[src/rtl/alu_pkg.sv]
package alu_pkg;
  typedef enum logic [1:0] {
    SEL_AND  = 2'b00,
    SEL_OR   = 2'b01,
    SEL_SUM  = 2'b10,
    SEL_LESS = 2'b11
  } alu_sel_e;
endpackage

[src/rtl/alu_bit_slice.sv]
module alu_bit_slice
  import alu_pkg::*;
(
  input  logic     a_bit,
  input  logic     b_bit,
  input  logic     inv_a,
  input  logic     inv_b,
  input  logic     carry_in,
  input  logic     less,
  input  alu_sel_e sel,
  output logic     res_bit,
  output logic     sum_bit,
  output logic     carry_nxt
);
  logic a_e, b_e;

  assign a_e       = a_bit ^ inv_a;
  assign b_e       = b_bit ^ inv_b;
  assign sum_bit   = a_e ^ b_e ^ carry_in;
  assign carry_nxt = (a_e & b_e) | (a_e & carry_in) | (b_e & carry_in);

  always_comb begin
    unique case (sel)
      SEL_AND:  res_bit = a_e & b_e;
      SEL_OR:   res_bit = a_e | b_e;
      SEL_SUM:  res_bit = sum_bit;
      default:  res_bit = less;
    endcase
  end

  // Full-adder truth table checked as arithmetic
  always_comb begin
    AST_SLICE_ADD: assert ({carry_nxt, sum_bit} == 2'(a_e) + 2'(b_e) + 2'(carry_in))
      else $error("slice adder mismatch");
  end
endmodule

[src/rtl/alu_zero_detect.sv]
module alu_zero_detect #(
  parameter int WIDTH = 32
) (
  input  logic [WIDTH-1:0] value,
  output logic             is_zero
);
  assign is_zero = ~(|value);
endmodule

[src/rtl/bitsliced_alu.sv]
module bitsliced_alu
  import alu_pkg::*;
#(
  parameter int WIDTH = 32
) (
  input  logic [WIDTH-1:0] a_in,
  input  logic [WIDTH-1:0] b_in,
  input  logic [3:0]       ctl,
  output logic [WIDTH-1:0] result,
  output logic             zero,
  output logic             carry_out,
  output logic             overflow
);
  localparam int MSB = WIDTH - 1;

  logic             inv_a, inv_b;
  alu_sel_e         sel;
  logic [WIDTH:0]   carry;
  logic [WIDTH-1:0] sum_vec;
  logic [WIDTH-1:0] less_vec;
  logic             set_wire;

  assign inv_a    = ctl[3];
  assign inv_b    = ctl[2];
  assign sel      = alu_sel_e'(ctl[1:0]);
  assign carry[0] = inv_b;
  assign set_wire = sum_vec[MSB];

  genvar i;
  generate
    for (i = 0; i < WIDTH; i++) begin : g_slice
      if (i == 0) begin : g_lsb
        assign less_vec[i] = set_wire;
      end else begin : g_upper
        assign less_vec[i] = 1'b0;
      end
      alu_bit_slice u_slice (
        .a_bit    (a_in[i]),
        .b_bit    (b_in[i]),
        .inv_a    (inv_a),
        .inv_b    (inv_b),
        .carry_in (carry[i]),
        .less     (less_vec[i]),
        .sel      (sel),
        .res_bit  (result[i]),
        .sum_bit  (sum_vec[i]),
        .carry_nxt(carry[i+1])
      );
    end
  endgenerate

  assign carry_out = carry[WIDTH];
  assign overflow  = carry[MSB] ^ carry[WIDTH];

  alu_zero_detect #(.WIDTH(WIDTH)) u_zero (
    .value  (result),
    .is_zero(zero)
  );

  // Checks against whole-word arithmetic
  logic [WIDTH-1:0] a_e, b_e;
  logic [WIDTH:0]   word_sum;
  assign a_e      = inv_a ? ~a_in : a_in;
  assign b_e      = inv_b ? ~b_in : b_in;
  assign word_sum = {1'b0, a_e} + {1'b0, b_e} + {{WIDTH{1'b0}}, inv_b};

  always_comb begin
    AST_ZERO_FLAG: assert (zero == (result == '0))
      else $error("zero flag mismatch");
    AST_CARRY_CHAIN: assert ({carry_out, sum_vec} == word_sum)
      else $error("ripple chain mismatch");
    AST_SIGNED_OVERFLOW: assert (overflow == ((a_e[MSB] == b_e[MSB]) && (word_sum[MSB] != a_e[MSB])))
      else $error("overflow mismatch");
    if (sel == SEL_LESS) begin
      AST_SLT_UPPER_CLEAR: assert (result[WIDTH-1:1] == '0 && result[0] == word_sum[MSB])
        else $error("set-on-less-than pattern wrong");
    end
  end
endmodule

[config.mk]
export PLATFORM = sky130hd
export DESIGN_NAME = bitsliced_alu
export DESIGN_NICKNAME = d
export VERILOG_FILES = /design/src/rtl/alu_pkg.sv /design/src/rtl/alu_bit_slice.sv /design/src/rtl/alu_zero_detect.sv /design/src/rtl/bitsliced_alu.sv
export SDC_FILE = /design/constraint.sdc
export NUM_CORES = 1
export LEC_CHECK = 0
export BUFFER_PORTS_ARGS = -buffer_cell sky130_fd_sc_hd__buf_2
export CAP_MARGIN = 20
export CORE_ASPECT_RATIO = 0.8
export CORE_MARGIN = 4
export CORE_UTILIZATION = 45
export DETAILED_ROUTE_END_ITERATION = 10
export PLACE_DENSITY = 0.71
export SLEW_MARGIN = 20
export SYNTH_ARGS = -nofsm -noshare
export SYNTH_HDL_FRONTEND = slang
export SYNTH_HIERARCHICAL = 1
export SYNTH_SLANG_ARGS = --single-unit
[constraint.sdc]
create_clock -name vclk -period 23.1
set_input_delay 1.155 -clock vclk [all_inputs]
set_output_delay 1.155 -clock vclk [all_outputs]
set_load 0.05 [all_outputs]
# Word-level counts from Yosys, hierarchy flattened
# Cells that the tools add are included.
[word_totals] register_bits=0 latch_bits=0 mem_bits_rw=0 romBits=0 input_bits=68 word_cells=358 memories=0
[classes] add_sub_neg=0 n_mul=0 n_div=0 n_lt_le_gt_ge=0 n_eq_ne=2 n_shift=0 mux=32 bitwise_logic=322 reduce_logical=2
[ops] op="$xor A1 B1 Y1" n=129
[ops] op="$and A1 B1 Y1" n=96
[ops] op="$or A1 B1 Y1" n=96
[ops] op="$pmux W1 S3" n=32
[ops] op="$reduce_or A32 Y1" n=1
[ops] op="$eq A2 B1 Y1 const B" n=1
[ops] op="$eq A2 B2 Y1 const B" n=1
[ops] op="$logic_not A2 Y1" n=1
[ops] op="$not A1 Y1" n=1

# Depth between registers and ports, before layout
[depth] depth_word=98 ltp_mapped=101 ltp_nobuf=101

# Hierarchy
# The synthesis kept the hierarchy.
[by_module_without_submodules] module="alu_bit_slice" n_inst=32 cells_per_inst=12 area_each_um2=107.6 seq_area_each_um2=0.0
[by_module_without_submodules] module="alu_zero_detect" n_inst=1 cells_per_inst=11 area_each_um2=72.6 seq_area_each_um2=0.0
[by_module_without_submodules] module="bitsliced_alu" n_inst=1 cells_per_inst=2 area_each_um2=12.5 seq_area_each_um2=0.0

# Worst setup path after synthesis
# Ideal clock, no wire load.
[synth_timing] kind="input-to-output" start="in ctl[2]" end="out zero" arrival_ps=19043 path_slack_ps=2902 cell_stages=101 cell_sequence="xor2_1 -> inv_1 -> fa_1 -> inv_1 -> inv_1 -> fa_1 -> inv_1 -> inv_1 -> fa_1 -> inv_1 -> inv_1 -> fa_1 -> inv_1 -> inv_1 -> fa_1 -> inv_1 -> inv_1 -> fa_1 -> (+65 left out) -> fa_1 -> inv_1 -> inv_1 -> fa_1 -> inv_1 -> inv_1 -> fa_1 -> inv_1 -> inv_1 -> fa_1 -> inv_1 -> inv_1 -> fa_1 -> inv_1 -> mux4_2 -> nor4_1 -> nand4_1 -> nor2_1"
[synth_via] elab_chain_cells=98 elab_cells_between_ends=318
[synth_lines] item="start: declaration" line_no="bitsliced_alu.sv:8" rtl="input logic [3:0] ctl,"
[synth_lines] item="$xor A1 B1 Y1" line_no="alu_bit_slice.sv:18" rtl="assign b_e = b_bit ^ inv_b;"
[synth_lines] item="$and A1 B1 Y1" line_no="alu_bit_slice.sv:20" rtl="assign carry_nxt = (a_e & b_e) | (a_e & carry_in) | (b_e & carry_in);"
[synth_lines] item="$or A1 B1 Y1" line_no="alu_bit_slice.sv:20"
[synth_lines] item="$or A1 B1 Y1 *" line_no="alu_bit_slice.sv:20"
[synth_lines] item="net carry[1]" line_no="bitsliced_alu.sv:18" rtl="logic [WIDTH:0] carry;"
[synth_lines] item="$and A1 B1 Y1" line_no="alu_bit_slice.sv:20"
[synth_lines] item="$or A1 B1 Y1" line_no="alu_bit_slice.sv:20"
[synth_lines] item="$or A1 B1 Y1 *" line_no="alu_bit_slice.sv:20"
[synth_lines] item="net carry[2]" line_no="bitsliced_alu.sv:18"
[synth_lines] item="(+3 left out)"
[synth_lines] item="net carry[3]" line_no="bitsliced_alu.sv:18"
[synth_lines] item="(+3 left out)"
[synth_lines] item="net carry[4]" line_no="bitsliced_alu.sv:18"
[synth_lines] item="(+3 left out)"
[synth_lines] item="net carry[5]" line_no="bitsliced_alu.sv:18"
[synth_lines] item="(+3 left out)"
[synth_lines] item="net carry[6]" line_no="bitsliced_alu.sv:18"
[synth_lines] item="(+3 left out)"
[synth_lines] item="net carry[7]" line_no="bitsliced_alu.sv:18"
[synth_lines] item="(+3 left out)"
[synth_lines] item="net carry[8]" line_no="bitsliced_alu.sv:18"
[synth_lines] item="(+3 left out)"
[synth_lines] item="net carry[9]" line_no="bitsliced_alu.sv:18"
[synth_lines] item="(+3 left out)"
[synth_lines] item="net carry[10]" line_no="bitsliced_alu.sv:18"
[synth_lines] item="(+3 left out)"
[synth_lines] item="net carry[11]" line_no="bitsliced_alu.sv:18"
[synth_lines] item="(+3 left out)"
[synth_lines] item="net carry[12]" line_no="bitsliced_alu.sv:18"
[synth_lines] item="(+3 left out)"
[synth_lines] item="net carry[13]" line_no="bitsliced_alu.sv:18"
[synth_lines] item="(+3 left out)"
[synth_lines] item="net carry[14]" line_no="bitsliced_alu.sv:18"
[synth_lines] item="(+3 left out)"
[synth_lines] item="net carry[15]" line_no="bitsliced_alu.sv:18"
[synth_lines] item="(+3 left out)"
[synth_lines] item="net carry[16]" line_no="bitsliced_alu.sv:18"
[synth_lines] item="(+3 left out)"
[synth_lines] item="net carry[17]" line_no="bitsliced_alu.sv:18"
[synth_lines] item="(+3 left out)"
[synth_lines] item="net carry[18]" line_no="bitsliced_alu.sv:18"
[synth_lines] item="(+3 left out)"
[synth_lines] item="net carry[19]" line_no="bitsliced_alu.sv:18"
[synth_lines] item="(+3 left out)"
[synth_lines] item="net carry[20]" line_no="bitsliced_alu.sv:18"
[synth_lines] item="(+3 left out)"
[synth_lines] item="net carry[21]" line_no="bitsliced_alu.sv:18"
[synth_lines] item="(+3 left out)"
[synth_lines] item="net carry[22]" line_no="bitsliced_alu.sv:18"
[synth_lines] item="(+3 left out)"
[synth_lines] item="net carry[23]" line_no="bitsliced_alu.sv:18"
[synth_lines] item="(+3 left out)"
[synth_lines] item="net carry[24]" line_no="bitsliced_alu.sv:18"
[synth_lines] item="(+3 left out)"
[synth_lines] item="net carry[25]" line_no="bitsliced_alu.sv:18"
[synth_lines] item="(+3 left out)"
[synth_lines] item="net carry[26]" line_no="bitsliced_alu.sv:18"
[synth_lines] item="(+3 left out)"
[synth_lines] item="net carry[27]" line_no="bitsliced_alu.sv:18"
[synth_lines] item="(+3 left out)"
[synth_lines] item="net carry[28]" line_no="bitsliced_alu.sv:18"
[synth_lines] item="(+3 left out)"
[synth_lines] item="net carry[29]" line_no="bitsliced_alu.sv:18"
[synth_lines] item="(+3 left out)"
[synth_lines] item="net carry[30]" line_no="bitsliced_alu.sv:18"
[synth_lines] item="(+2 left out)"
[synth_lines] item="$or A1 B1 Y1 *" line_no="alu_bit_slice.sv:20"
[synth_lines] item="net carry[31]" line_no="bitsliced_alu.sv:18"
[synth_lines] item="$xor A1 B1 Y1 *" line_no="alu_bit_slice.sv:19" rtl="assign sum_bit = a_e ^ b_e ^ carry_in;"
[synth_lines] item="net set_wire" line_no="bitsliced_alu.sv:21" rtl="logic set_wire;"
[synth_lines] item="$pmux W1 S3 *" line_no="alu_bit_slice.sv:23" rtl="unique case (sel)"
[synth_lines] item="net result[0]" line_no="bitsliced_alu.sv:9" rtl="output logic [WIDTH-1:0] result,"
[synth_lines] item="$reduce_or A32 Y1 *" line_no="alu_zero_detect.sv:7" rtl="assign is_zero = ~(|value);"
[synth_lines] item="$not A1 Y1 *" line_no="alu_zero_detect.sv:7"
[synth_lines] item="end: declaration" line_no="bitsliced_alu.sv:10" rtl="output logic zero,"
# The timed path passes the listed nets; every way through them passes the cells marked *.

# Final worst setup path
[layout_timing] start="in ctl[2]" end="out zero"
[layout_via] elab_chain_cells=98 elab_cells_between_ends=318
[layout_lines] item="$xor A1 B1 Y1" line_no="alu_bit_slice.sv:18"
[layout_lines] item="$and A1 B1 Y1" line_no="alu_bit_slice.sv:20"
[layout_lines] item="$or A1 B1 Y1" line_no="alu_bit_slice.sv:20"
[layout_lines] item="$or A1 B1 Y1 *" line_no="alu_bit_slice.sv:20"
[layout_lines] item="net carry[1]" line_no="bitsliced_alu.sv:18"
[layout_lines] item="$and A1 B1 Y1" line_no="alu_bit_slice.sv:20"
[layout_lines] item="$or A1 B1 Y1" line_no="alu_bit_slice.sv:20"
[layout_lines] item="$or A1 B1 Y1 *" line_no="alu_bit_slice.sv:20"
[layout_lines] item="net carry[2]" line_no="bitsliced_alu.sv:18"
[layout_lines] item="(+3 left out)"
[layout_lines] item="net carry[3]" line_no="bitsliced_alu.sv:18"
[layout_lines] item="(+3 left out)"
[layout_lines] item="net carry[4]" line_no="bitsliced_alu.sv:18"
[layout_lines] item="(+3 left out)"
[layout_lines] item="net carry[5]" line_no="bitsliced_alu.sv:18"
[layout_lines] item="(+3 left out)"
[layout_lines] item="net carry[6]" line_no="bitsliced_alu.sv:18"
[layout_lines] item="(+3 left out)"
[layout_lines] item="net carry[7]" line_no="bitsliced_alu.sv:18"
[layout_lines] item="(+3 left out)"
[layout_lines] item="net carry[8]" line_no="bitsliced_alu.sv:18"
[layout_lines] item="(+3 left out)"
[layout_lines] item="net carry[9]" line_no="bitsliced_alu.sv:18"
[layout_lines] item="(+3 left out)"
[layout_lines] item="net carry[10]" line_no="bitsliced_alu.sv:18"
[layout_lines] item="(+3 left out)"
[layout_lines] item="net carry[11]" line_no="bitsliced_alu.sv:18"
[layout_lines] item="(+3 left out)"
[layout_lines] item="net carry[12]" line_no="bitsliced_alu.sv:18"
[layout_lines] item="(+3 left out)"
[layout_lines] item="net carry[13]" line_no="bitsliced_alu.sv:18"
[layout_lines] item="(+3 left out)"
[layout_lines] item="net carry[14]" line_no="bitsliced_alu.sv:18"
[layout_lines] item="(+3 left out)"
[layout_lines] item="net carry[15]" line_no="bitsliced_alu.sv:18"
[layout_lines] item="(+3 left out)"
[layout_lines] item="net carry[16]" line_no="bitsliced_alu.sv:18"
[layout_lines] item="(+3 left out)"
[layout_lines] item="net carry[17]" line_no="bitsliced_alu.sv:18"
[layout_lines] item="(+3 left out)"
[layout_lines] item="net carry[18]" line_no="bitsliced_alu.sv:18"
[layout_lines] item="(+3 left out)"
[layout_lines] item="net carry[19]" line_no="bitsliced_alu.sv:18"
[layout_lines] item="(+3 left out)"
[layout_lines] item="net carry[20]" line_no="bitsliced_alu.sv:18"
[layout_lines] item="(+3 left out)"
[layout_lines] item="net carry[21]" line_no="bitsliced_alu.sv:18"
[layout_lines] item="(+3 left out)"
[layout_lines] item="net carry[22]" line_no="bitsliced_alu.sv:18"
[layout_lines] item="(+3 left out)"
[layout_lines] item="net carry[23]" line_no="bitsliced_alu.sv:18"
[layout_lines] item="(+3 left out)"
[layout_lines] item="net carry[24]" line_no="bitsliced_alu.sv:18"
[layout_lines] item="(+3 left out)"
[layout_lines] item="net carry[25]" line_no="bitsliced_alu.sv:18"
[layout_lines] item="(+3 left out)"
[layout_lines] item="net carry[26]" line_no="bitsliced_alu.sv:18"
[layout_lines] item="(+3 left out)"
[layout_lines] item="net carry[27]" line_no="bitsliced_alu.sv:18"
[layout_lines] item="(+3 left out)"
[layout_lines] item="net carry[28]" line_no="bitsliced_alu.sv:18"
[layout_lines] item="(+3 left out)"
[layout_lines] item="net carry[29]" line_no="bitsliced_alu.sv:18"
[layout_lines] item="(+3 left out)"
[layout_lines] item="net carry[30]" line_no="bitsliced_alu.sv:18"
[layout_lines] item="(+1 left out)"
[layout_lines] item="$or A1 B1 Y1" line_no="alu_bit_slice.sv:20"
[layout_lines] item="$or A1 B1 Y1 *" line_no="alu_bit_slice.sv:20"
[layout_lines] item="net carry[31]" line_no="bitsliced_alu.sv:18"
[layout_lines] item="$xor A1 B1 Y1 *" line_no="alu_bit_slice.sv:19"
[layout_lines] item="net set_wire" line_no="bitsliced_alu.sv:21"
[layout_lines] item="$pmux W1 S3" line_no="alu_bit_slice.sv:23"
[layout_lines] item="$reduce_or A32 Y1 *" line_no="alu_zero_detect.sv:7"
[layout_lines] item="$not A1 Y1 *" line_no="alu_zero_detect.sv:7"
# Marks and branches as above.

==> summary.md <==
| Metric | Value |
|---|---|
| Std cell rows | `28` |
| Post-Syn Instances | `397` |
| # nets final | `698` |
| Antenna viol nets, final | `0` |
| Crit path top cell by count | `inv_1` |
| Vias/cell | `4.24` |
| HP Class | `input port to output pin` |
| Yosys cell types | `11` |
| Layout area overhead | `22.0%` |
| Final setup viols | `0` |
| Slew Limit Fails | `0` |
| Clock share of power | `0%` |
| Maximum VDD drop | `28.7 uV` |
| Routability cong. | `0.760` |
| Post-Synthesis Cell Area | `3530 sq um` |
| 1st-iter DRT viols | `58` |
| DR DRC count | `0` |
| Relative slew slack | `36.0%` |
| Vias in the first global route | `2799` |
| Die Area | `9330 sq um` |
| DP Worst Slack | `2.16 ns` |
| Gr usage total | `16.0%` |
| Status | `finished clean` |
| WL/cell | `11.1 um` |
| Fraction of layout cells with a size suffix above 1 | `25.9%` |
| Final Cycle Share | `90.1%` |
| FFs & Latches | `0` |
| Seq/Total Area, Yosys | `0%` |
| Crit-path max cell delay | `0.53 ns` |
| Core Util, Final | `57.4%` |
| Combinational power share | `100.0%` |
| I/O pin cnt | `103` |
| CP Launch Type | `input port` |
| Total grt overflow | `0` |
| Crit path time final | `20.82 ns` |
| First-pass iteration count of the detailed router | `4` |
| CP max-delay cell | `fa_1` |
| Post-cts gate resize count | `0` |
| CORE AREA | `7500 sq um` |
| Multi-input gate area | `2920 sq um` |
| Die extent in y | `87.2 um` |
| Pwr dens | `40.5 nW/um^2` |
| Net switching power | `0.000114 W` |
| Fill count | `725` |
| Yosys Warn Count | `6` |
| Vias | `2704` |
| Mapped Avg Cell Area | `8.89 sq um` |
| Crit path capture type | `output pin` |
| LEAKAGE | `2.61 nW` |
| Required @ worst endpoint | `21.95 ns` |
| Unrepaired setup endpoints after global routing | `no` |
| Setup WS post-layout | `2.28 ns` |
| Max Cap Viol | `0` |
| DRT Wirelength | `7070 um` |
| Final Hold Fails | `0` |
| Cts hold-fix bufs | `0` |
| Internal power | `0.0000602 W` |
| Fmax | `48.0 MHz` |
| Post-CTS setup buffer count | `0` |
| HPWL Detailed | `6170 um` |
| Register area | `0 sq um` |
| Antenna cells | `0` |
| First-pass GRT wire length | `12400 um` |
| Slew @ Worst Pin | `0.960 ns` |
| Critical Path Fanout Max | `6` |
| Setup TNS | `0 ns` |
| Starting Density | `47.1%` |
| Chip width | `107 um` |
| Clock buffers | `0` |
| Switching fraction of total power | `65.5%` |
| Reg power frac | `0%` |
| CP arrival | `19.67 ns` |
| Initial antenna violation count | `0` |
| I/O Buffers | `103` |
| Critical path class | `input port to output pin` |
| Pin count of the biggest net entering global routing | `33` |
final cells by class:
type                            instances  share of cell area (%)
Timing Repair Buffer                  105                    12.3
Inverter                              192                    16.7
Tap cell                              105                    3.05
Multi-Input combinational cell        235                    67.9
worst max-delay path, delay by kind of cell:
kind	cells	cell delay [ns]
buffers and inverters	66	4.13
xor gates and xnor gates	1	0.20
adders and majority gates	32	13.13
and+or+nand+nor	3	0.65
muxes	1	0.48
placed cells by master, fill, tap and decap left out:
master / count
xnor2_1: 32
nor4_1: 7
ha_1: 64
fa_1: 32
conb_1: 31
mux4_2: 32
nand4_1: 2
xor2_1: 33
nor4_2: 1
nor2_1: 1
inv_1: 192
buf_4: 2
buf_2: 103
final timing paths:
path | startpoint | end | slack [ns] | cells past startpoint
setup / recovery | ctl[2] | zero | 2.28 | 103
hold / removal | b_in[31] | carry_out | 2.98 | 6
metrics by stage:
step | total power, W | cells | hold slack, ns | area (sq um)
final | 0.000174 | 637 | 2.98 | 4300
after global routing | 0.000197 | 637 | 3.08 | 4300
after detailed placement | 0.000177 | 637 | 2.99 | 4300
after global placement | 0.000171 | 637 | 2.98 | 4300
after CTS | 0.000177 | 637 | 2.99 | 4300
after floorplan | 0.000134 | 427 | 2.66 | 3640
kinds of logic after synthesis:
group / share of synthesized area, %
and+or+nand+nor: 2.06
other: 0.106
xor gates and xnor gates: 16.1
muxes: 20.4
adders and majority gates: 40.9
buffers and inverters: 20.4
Yosys cell counts:
| library cell | n | area (sq um) |
|---|---|---|
| nor4_1 | 7 | 43.8 |
| xnor2_1 | 32 | 280 |
| fa_1 | 32 | 641 |
| nor2_1 | 1 | 3.75 |
| conb_1 | 1 | 3.75 |
| nor4_2 | 1 | 12.5 |
| inv_1 | 192 | 721 |
| ha_1 | 64 | 801 |
| mux4_2 | 32 | 721 |
| xor2_1 | 33 | 289 |
| nand4_1 | 2 | 12.5 |
routing by layer:
metal	vias up	track usage, %	share of wire, %
met1	1279	22.0	44
met3	2	1.33	5.7
met2	66	29.4	50
met4	0	0.465	0.38
li1	1357	-	-
met5	-	0	0
power groups by stage:
stage	combinational, W	sequential, W	clock (W)
global route	0.000197	0	0
finish	0.000174	0	0
CTS	0.000177	0	0
global placement	0.000171	0	0
floorplan	0.000134	0	0
detailed placement	0.000177	0	0
No activity file was read; power rests on OpenSTA's default activity.
